[config.mk]
export PLATFORM = sky130hd
export DESIGN_NAME = irq_combiner
export DESIGN_NICKNAME = d
export VERILOG_FILES = /design/src/rtl/irqc_pkg.sv /design/src/rtl/irqc_bank.sv /design/src/rtl/irqc_grp_or.sv /design/src/rtl/irq_combiner.sv
export SDC_FILE = /design/constraint.sdc
export NUM_CORES = 1
export LEC_CHECK = 0
export BUFFER_PORTS_ARGS = -buffer_cell sky130_fd_sc_hd__buf_2
export CAP_MARGIN = 10
export CORE_MARGIN = 10
export CORE_UTILIZATION = 45
export CTS_BUF_LIST = sky130_fd_sc_hd__clkbuf_16
export DETAILED_ROUTE_END_ITERATION = 10
export PLACE_DENSITY = 0.65
export SLEW_MARGIN = 30
export SYNTH_ARGS = -nofsm -noshare
export SYNTH_HDL_FRONTEND = slang
export SYNTH_SLANG_ARGS = --single-unit
[constraint.sdc]
create_clock -name clk_i -period 1.69 [get_ports clk_i]
set_clock_uncertainty 0.1 [all_clocks]
set_input_delay 0.338 -clock clk_i [delete_from_list [all_inputs] [get_ports clk_i]]
set_output_delay 0.338 -clock clk_i [all_outputs]
set_load 0.03 [all_outputs]
[src/rtl/irqc_pkg.sv]
package irqc_pkg;
  localparam logic [3:0] OFF_EN_SET = 4'h0;
  localparam logic [3:0] OFF_EN_CLR = 4'h4;
  localparam logic [3:0] OFF_STATUS = 4'hC;

  typedef enum logic [1:0] {
    SEL_NONE,
    SEL_SET,
    SEL_CLR,
    SEL_STAT
  } reg_sel_e;

  function automatic reg_sel_e decode_off(input logic [3:0] off);
    case (off)
      OFF_EN_SET: return SEL_SET;
      OFF_EN_CLR: return SEL_CLR;
      OFF_STATUS: return SEL_STAT;
      default:    return SEL_NONE;
    endcase
  endfunction
endpackage

[src/rtl/irqc_bank.sv]
module irqc_bank #(
  parameter int GRP_W  = 8,
  parameter int GPB    = 4,
  parameter int N_USED = 4,
  localparam int WORD_W = GRP_W * GPB
) (
  input  logic              clk_i,
  input  logic              rst_ni,
  input  logic              set_we_i,
  input  logic              clr_we_i,
  input  logic [WORD_W-1:0] wdata_i,
  input  logic [WORD_W-1:0] irq_i,
  output logic [WORD_W-1:0] en_o,
  output logic [WORD_W-1:0] status_o
);
  for (genvar g = 0; g < GPB; g++) begin : g_grp
    if (g < N_USED) begin : g_live
      logic [GRP_W-1:0] en_q;
      always_ff @(posedge clk_i or negedge rst_ni) begin
        if (!rst_ni)       en_q <= '0;
        else if (set_we_i) en_q <= en_q | wdata_i[g*GRP_W +: GRP_W];
        else if (clr_we_i) en_q <= en_q & ~wdata_i[g*GRP_W +: GRP_W];
      end
      assign en_o[g*GRP_W +: GRP_W] = en_q;
    end else begin : g_absent
      // group lanes past the configured count stay disabled
      assign en_o[g*GRP_W +: GRP_W] = '0;
    end
  end

  assign status_o = irq_i & en_o;
endmodule

[src/rtl/irqc_grp_or.sv]
module irqc_grp_or #(
  parameter int NUM_GROUPS = 20,
  parameter int GRP_W      = 8,
  parameter int BUS_W      = 160
) (
  input  logic [BUS_W-1:0]      status_i,
  output logic [NUM_GROUPS-1:0] grp_o
);
  for (genvar g = 0; g < NUM_GROUPS; g++) begin : g_or
    assign grp_o[g] = |status_i[g*GRP_W +: GRP_W];
  end
endmodule

[src/rtl/irq_combiner.sv]
module irq_combiner
  import irqc_pkg::*;
#(
  parameter int NUM_GROUPS = 20,
  parameter int GRP_W      = 8,
  parameter int GPB        = 4,
  parameter int ADDR_W     = 8,
  localparam int WORD_W    = GRP_W * GPB,
  localparam int NUM_IN    = NUM_GROUPS * GRP_W,
  localparam int NUM_BANKS = (NUM_GROUPS + GPB - 1) / GPB,
  localparam int PAD_W     = NUM_BANKS * WORD_W,
  localparam int BANK_AW   = ADDR_W - 4
) (
  input  logic                  clk_i,
  input  logic                  rst_ni,
  input  logic [NUM_IN-1:0]     irq_i,
  input  logic                  req_valid_i,
  input  logic                  req_write_i,
  input  logic [ADDR_W-1:0]     req_addr_i,
  input  logic [WORD_W-1:0]     req_wdata_i,
  output logic [WORD_W-1:0]     rdata_o,
  output logic [NUM_GROUPS-1:0] irq_o
);
  logic [PAD_W-1:0]   irq_pad;
  logic [PAD_W-1:0]   stat_flat;
  logic [WORD_W-1:0]  en_w   [NUM_BANKS];
  logic [WORD_W-1:0]  stat_w [NUM_BANKS];
  logic [BANK_AW-1:0] bank_idx;
  reg_sel_e           sel;
  logic [WORD_W-1:0]  rd_val;
  logic [WORD_W-1:0]  rdata_q;

  assign irq_pad  = PAD_W'(irq_i);
  assign bank_idx = req_addr_i[ADDR_W-1:4];
  assign sel      = decode_off(req_addr_i[3:0]);

  for (genvar b = 0; b < NUM_BANKS; b++) begin : g_bank
    localparam int REM    = NUM_GROUPS - b * GPB;
    localparam int N_USED = (REM > GPB) ? GPB : REM;
    logic hit;
    assign hit = req_valid_i && req_write_i && (bank_idx == BANK_AW'(b));

    irqc_bank #(
      .GRP_W (GRP_W),
      .GPB   (GPB),
      .N_USED(N_USED)
    ) u_bank (
      .clk_i   (clk_i),
      .rst_ni  (rst_ni),
      .set_we_i(hit && (sel == SEL_SET)),
      .clr_we_i(hit && (sel == SEL_CLR)),
      .wdata_i (req_wdata_i),
      .irq_i   (irq_pad[b*WORD_W +: WORD_W]),
      .en_o    (en_w[b]),
      .status_o(stat_w[b])
    );
    assign stat_flat[b*WORD_W +: WORD_W] = stat_w[b];
  end

  irqc_grp_or #(
    .NUM_GROUPS(NUM_GROUPS),
    .GRP_W     (GRP_W),
    .BUS_W     (PAD_W)
  ) u_grp_or (
    .status_i(stat_flat),
    .grp_o   (irq_o)
  );

  always_comb begin
    rd_val = '0;
    for (int b = 0; b < NUM_BANKS; b++) begin
      if (bank_idx == BANK_AW'(b)) begin
        case (sel)
          SEL_SET:  rd_val = en_w[b];
          SEL_STAT: rd_val = stat_w[b];
          default:  rd_val = '0;
        endcase
      end
    end
  end

  always_ff @(posedge clk_i or negedge rst_ni) begin
    if (!rst_ni)                         rdata_q <= '0;
    else if (req_valid_i && !req_write_i) rdata_q <= rd_val;
    else                                  rdata_q <= '0;
  end

  assign rdata_o = rdata_q;
endmodule

==> summary.txt <==
Floorplanning
  • Floorplan core area: 25200 µm²
  • Die Area: 32300 µm²
  • Starting Density: 45.6%
  • Vert. Die Dim: 180 µm
  • Horiz. Die Dim: 180 µm
  • Top-Level Pins: 256
  • Site Rows: 58

Global route
  • Maximum number of pins on one net before global-route repair: 42
  • Aggregate global routing overflow: 0
  • Wire length of the first global-routing pass: 71.2 mm
  • Total routing usage reported by global routing: 27.7%
  • Antenna violations before repair: 0
  • Via count of the first global-routing pass: 12384

Pwr
  • Static power due to leakage: 8.99 nW
  • Worst vdd ir: 610 µV
  • Power density cells: 695 nW/µm²

Drt
  • # DRC: 0
  • Final Routed Wirelength: 47.3 mm
  • Vias per cell: 5.96
  • 1st-pass router iterations: 7
  • Routed vias: 11915
  • First DRT Iteration DRCs: 1287
  • Antenna violation net count after detailed routing: 0
  • Average routed wire per standard cell: 23.7 µm

Run status
  • Failing checks: negative setup slack
  • Status: finished with violations

Setup path
  • Crit Path Category: reg2out
  • Arr. time, crit path: 1.69 ns
  • Slowest library cell on the worst path: sky130_fd_sc_hd__dfrtp_1
  • Capturing element type of the critical path: output port
  • CP Max Fanout: 2
  • Crit-path cells: a22o_1, a221oi_2, buf_4, nand4_1, buf_6
  • Slack of the worst reg-to-reg path: 0.25 ns
  • Required @ worst endpoint: 1.25 ns
  • Critical Path Start Type: flop
  • CP peak stage delay: 0.40 ns

Logic synthesis
  • Yosys reg bits: 192
  • Arithmetic-cell share of the synthesized area counting full adders, half adders and majority gates: 0%
  • Number of instances in the synthesized netlist: 1287
  • Area of the mapped netlist: 11500 µm²
  • Total nets after synthesis: 1491
  • Count of cell types in the netlist: 49
  • Share of flip-flops with an asynchronous set or reset after synthesis: 100%
  • Number of enable-type register cells in the synthesized netlist: 0
  • Post-synthesis xor/xnor area fraction: 0%
  • Mux cell area share after synthesis: 14.0%
  • Post-Synth Simple-Gate Area: 13.1%
  • Mean post-synth cell area: 8.92 µm²
  • Top_reg_cell synth: sky130_fd_sc_hd__dfrtp_1
  • Combinational family with the most area after synthesis: compound AO/OA/AOI/OAI gates
  • Share of the yosys chip area belonging to registers: 41.8%
  • Compound-Gate Fraction of Synth Area: 21.9%
  • Number of warnings printed during yosys synthesis: 0

Clock network
  • Bufs on Longest Clock Path: 2
  • Maximum level of the CTS H-tree: 4
  • Clock-pin slew on the worst setup and hold paths: 0.07 ns
  • Root cell of the clock tree: sky130_fd_sc_hd__clkbuf_16
  • CTS tree: done
  • Worst-Skew Late Latency: 0.44 ns
  • CTS sink cnt: 192
  • Number of buffers created by CTS: 17

STA
  • Worst-margin pin slew: 0.468 ns
  • Worst setup slack after layout: -0.441 ns
  • Hold Worst Slack: 0.114 ns
  • Crit share post-route: 126%
  • Hold Fails Final Rpt: 0
  • Highest Clock Rate: 469 MHz
  • Setup violation total in the final timing report: 43
  • Max-slew violation total from the final report: 0
  • Time the final worst path needs with I/O delays and setup: 2.13 ns
  • Setup repair after global routing missed its margin: true
  • Slew headroom: 68.7%
  • Total Neg Setup Slack: -4.76 ns

Place
  • GP Congestion: 0.912
  • Total half-perimeter wirelength after legalization and detailed placement: 34.7 mm
  • Pre-CTS setup slack: -0.698 ns
  • Count of buffers inserted at the top-level ports: 255

Final layout
  • Share of cells above drive strength 1: 35.5%
  • Diode insertion count for antenna repair: 0
  • Net count reported at finish: 1859
  • Layout overhead on the synthesized area: 38.4%

Run
  • Maxcap violations: 0

Worst hold path
  • Class of the worst hold path: in2reg
==> routing by layer <==
| layer | vias up | global-route usage, % | share of wire, % |
|---|---|---|---|
| met5 | - | 0 | 0 |
| met4 | 0 | 8.93 | 2.8 |
| met3 | 99 | 6.33 | 9.8 |
| met2 | 710 | 45.0 | 47 |
| met1 | 5773 | 35.6 | 41 |
| li1 | 5333 | - | - |
==> synth_stat cells (18+ instances only) <==
cell	instances	area, µm²
sky130_fd_sc_hd__nand4_1	19	119
sky130_fd_sc_hd__inv_1	161	604
sky130_fd_sc_hd__clkbuf_1	62	233
sky130_fd_sc_hd__a31oi_1	18	113
sky130_fd_sc_hd__nand3_1	83	415
sky130_fd_sc_hd__nand2_1	192	721
sky130_fd_sc_hd__a22oi_1	72	541
sky130_fd_sc_hd__buf_2	19	95.1
sky130_fd_sc_hd__a21oi_1	60	300
sky130_fd_sc_hd__a21o_1	65	488
sky130_fd_sc_hd__a211oi_1	30	225
sky130_fd_sc_hd__dfrtp_1	192	4800
sky130_fd_sc_hd__mux2i_1	161	1610
==> critical path: cells and delay by family, from the launching register on <==
family / cells / cell delay (ns)
AO/OA/AOI/OAI: 2 / 0.42
buffers and inverters: 2 / 0.32
flip-flops: 1 / 0.40
AND/OR/NAND/NOR: 1 / 0.10
==> cells by family (layout without fill, tap and decap cells) <==
group / after synthesis / in the layout
AOI/OAI and AO/OA: 348 / 348
and+or+nand+nor: 327 / 328
buffers and inverters: 259 / 639
DFF: 192 / 192
muxes: 161 / 161
==> through the flow <==
step                      std cells  power (mW)  util (%)  instance area [µm²]
final                          1998        11.0      63.1                15900
after global routing           1998        11.4      63.1                15900
after CTS                      1980        11.0      61.6                15500
after detailed placement       1916        6.57      57.0                14300
after global placement         1916        6.55      57.0                14300
after floorplan                1287        5.56         -                11800
==> cell type report <==
cell class | instances | area [µm²]
clock inverters | 15 | 193
repair buffers | 446 | 3270
flip-flops and latches | 192 | 4800
well taps | 330 | 413
multi-input cells | 837 | 6190
fillers | 2115 | 9280
inverters | 161 | 608
clock buffers | 17 | 425
==> what timing repair did <==
action | 4_1_cts | 5_1_grt
hold endpoints to repair | 34 | 0
pin swaps | 44 | 41
hold buffers | 1 | 0
buffers inserted | 30 | 15
gates resized for setup | 78 | 60
endpoints found under the setup margin | 28 | 140
cloned | 1 | 3
==> power breakdown <==
part	leakage (nW)	switching [mW]	internal, mW	total [mW]
clock network	0.311	1.91	2.48	4.39
logic	6.81	1.09	0.779	1.87
registers	1.87	0.0872	4.70	4.79
total	8.99	3.09	7.96	11.0
==> placed cells by master, fill, tap and decap left out, types with 3 or more instances in the layout <==
master	synthesis	layout
sky130_fd_sc_hd__a2111oi_1	0	4
sky130_fd_sc_hd__a2111oi_2	0	4
sky130_fd_sc_hd__a211o_1	4	4
sky130_fd_sc_hd__a211oi_1	30	29
sky130_fd_sc_hd__a21o_1	65	65
sky130_fd_sc_hd__a21oi_1	60	60
sky130_fd_sc_hd__a221oi_2	0	3
sky130_fd_sc_hd__a22o_1	3	3
sky130_fd_sc_hd__a22oi_1	72	26
sky130_fd_sc_hd__a22oi_2	0	46
sky130_fd_sc_hd__a311oi_1	12	11
sky130_fd_sc_hd__a31oi_1	18	18
sky130_fd_sc_hd__a32oi_1	7	7
sky130_fd_sc_hd__buf_12	0	26
sky130_fd_sc_hd__buf_2	19	232
sky130_fd_sc_hd__buf_4	1	149
sky130_fd_sc_hd__buf_6	7	33
sky130_fd_sc_hd__buf_8	0	3
sky130_fd_sc_hd__bufinv_16	0	4
sky130_fd_sc_hd__clkbuf_16	0	18
sky130_fd_sc_hd__clkinvlp_4	0	3
sky130_fd_sc_hd__dfrtp_1	192	192
sky130_fd_sc_hd__inv_1	161	164
sky130_fd_sc_hd__inv_6	0	3
sky130_fd_sc_hd__mux2i_1	161	161
sky130_fd_sc_hd__nand2_1	192	156
sky130_fd_sc_hd__nand2_2	0	35
sky130_fd_sc_hd__nand2b_1	3	3
sky130_fd_sc_hd__nand3_1	83	83
sky130_fd_sc_hd__nand4_1	19	19
sky130_fd_sc_hd__nor2_1	8	4
sky130_fd_sc_hd__nor2_4	0	5
sky130_fd_sc_hd__nor4_4	0	4
sky130_fd_sc_hd__o21ai_0	17	14
sky130_fd_sc_hd__o21ai_1	1	4
sky130_fd_sc_hd__o221ai_1	17	16
sky130_fd_sc_hd__o22ai_1	4	4
sky130_fd_sc_hd__o32a_1	17	17
sky130_fd_sc_hd__or2_4	0	3
==> final timing paths <==
kind / startpoint / to / depth (start not counted)
setup / recovery: flop / irq_o[4] / 5
hold / removal: req_wdata_i[18] / flop / 3
setup reg to reg: flop / rdata_o[31]$_DFF_PN0_ / 4
hold reg to reg: flop / flop / 2
max in group asynchronous: rst_ni / rdata_o[19]$_DFF_PN0_ / 3
min in group asynchronous: rst_ni / asynchronous set/reset pin / 2
(Power assumes the default switching activity.)
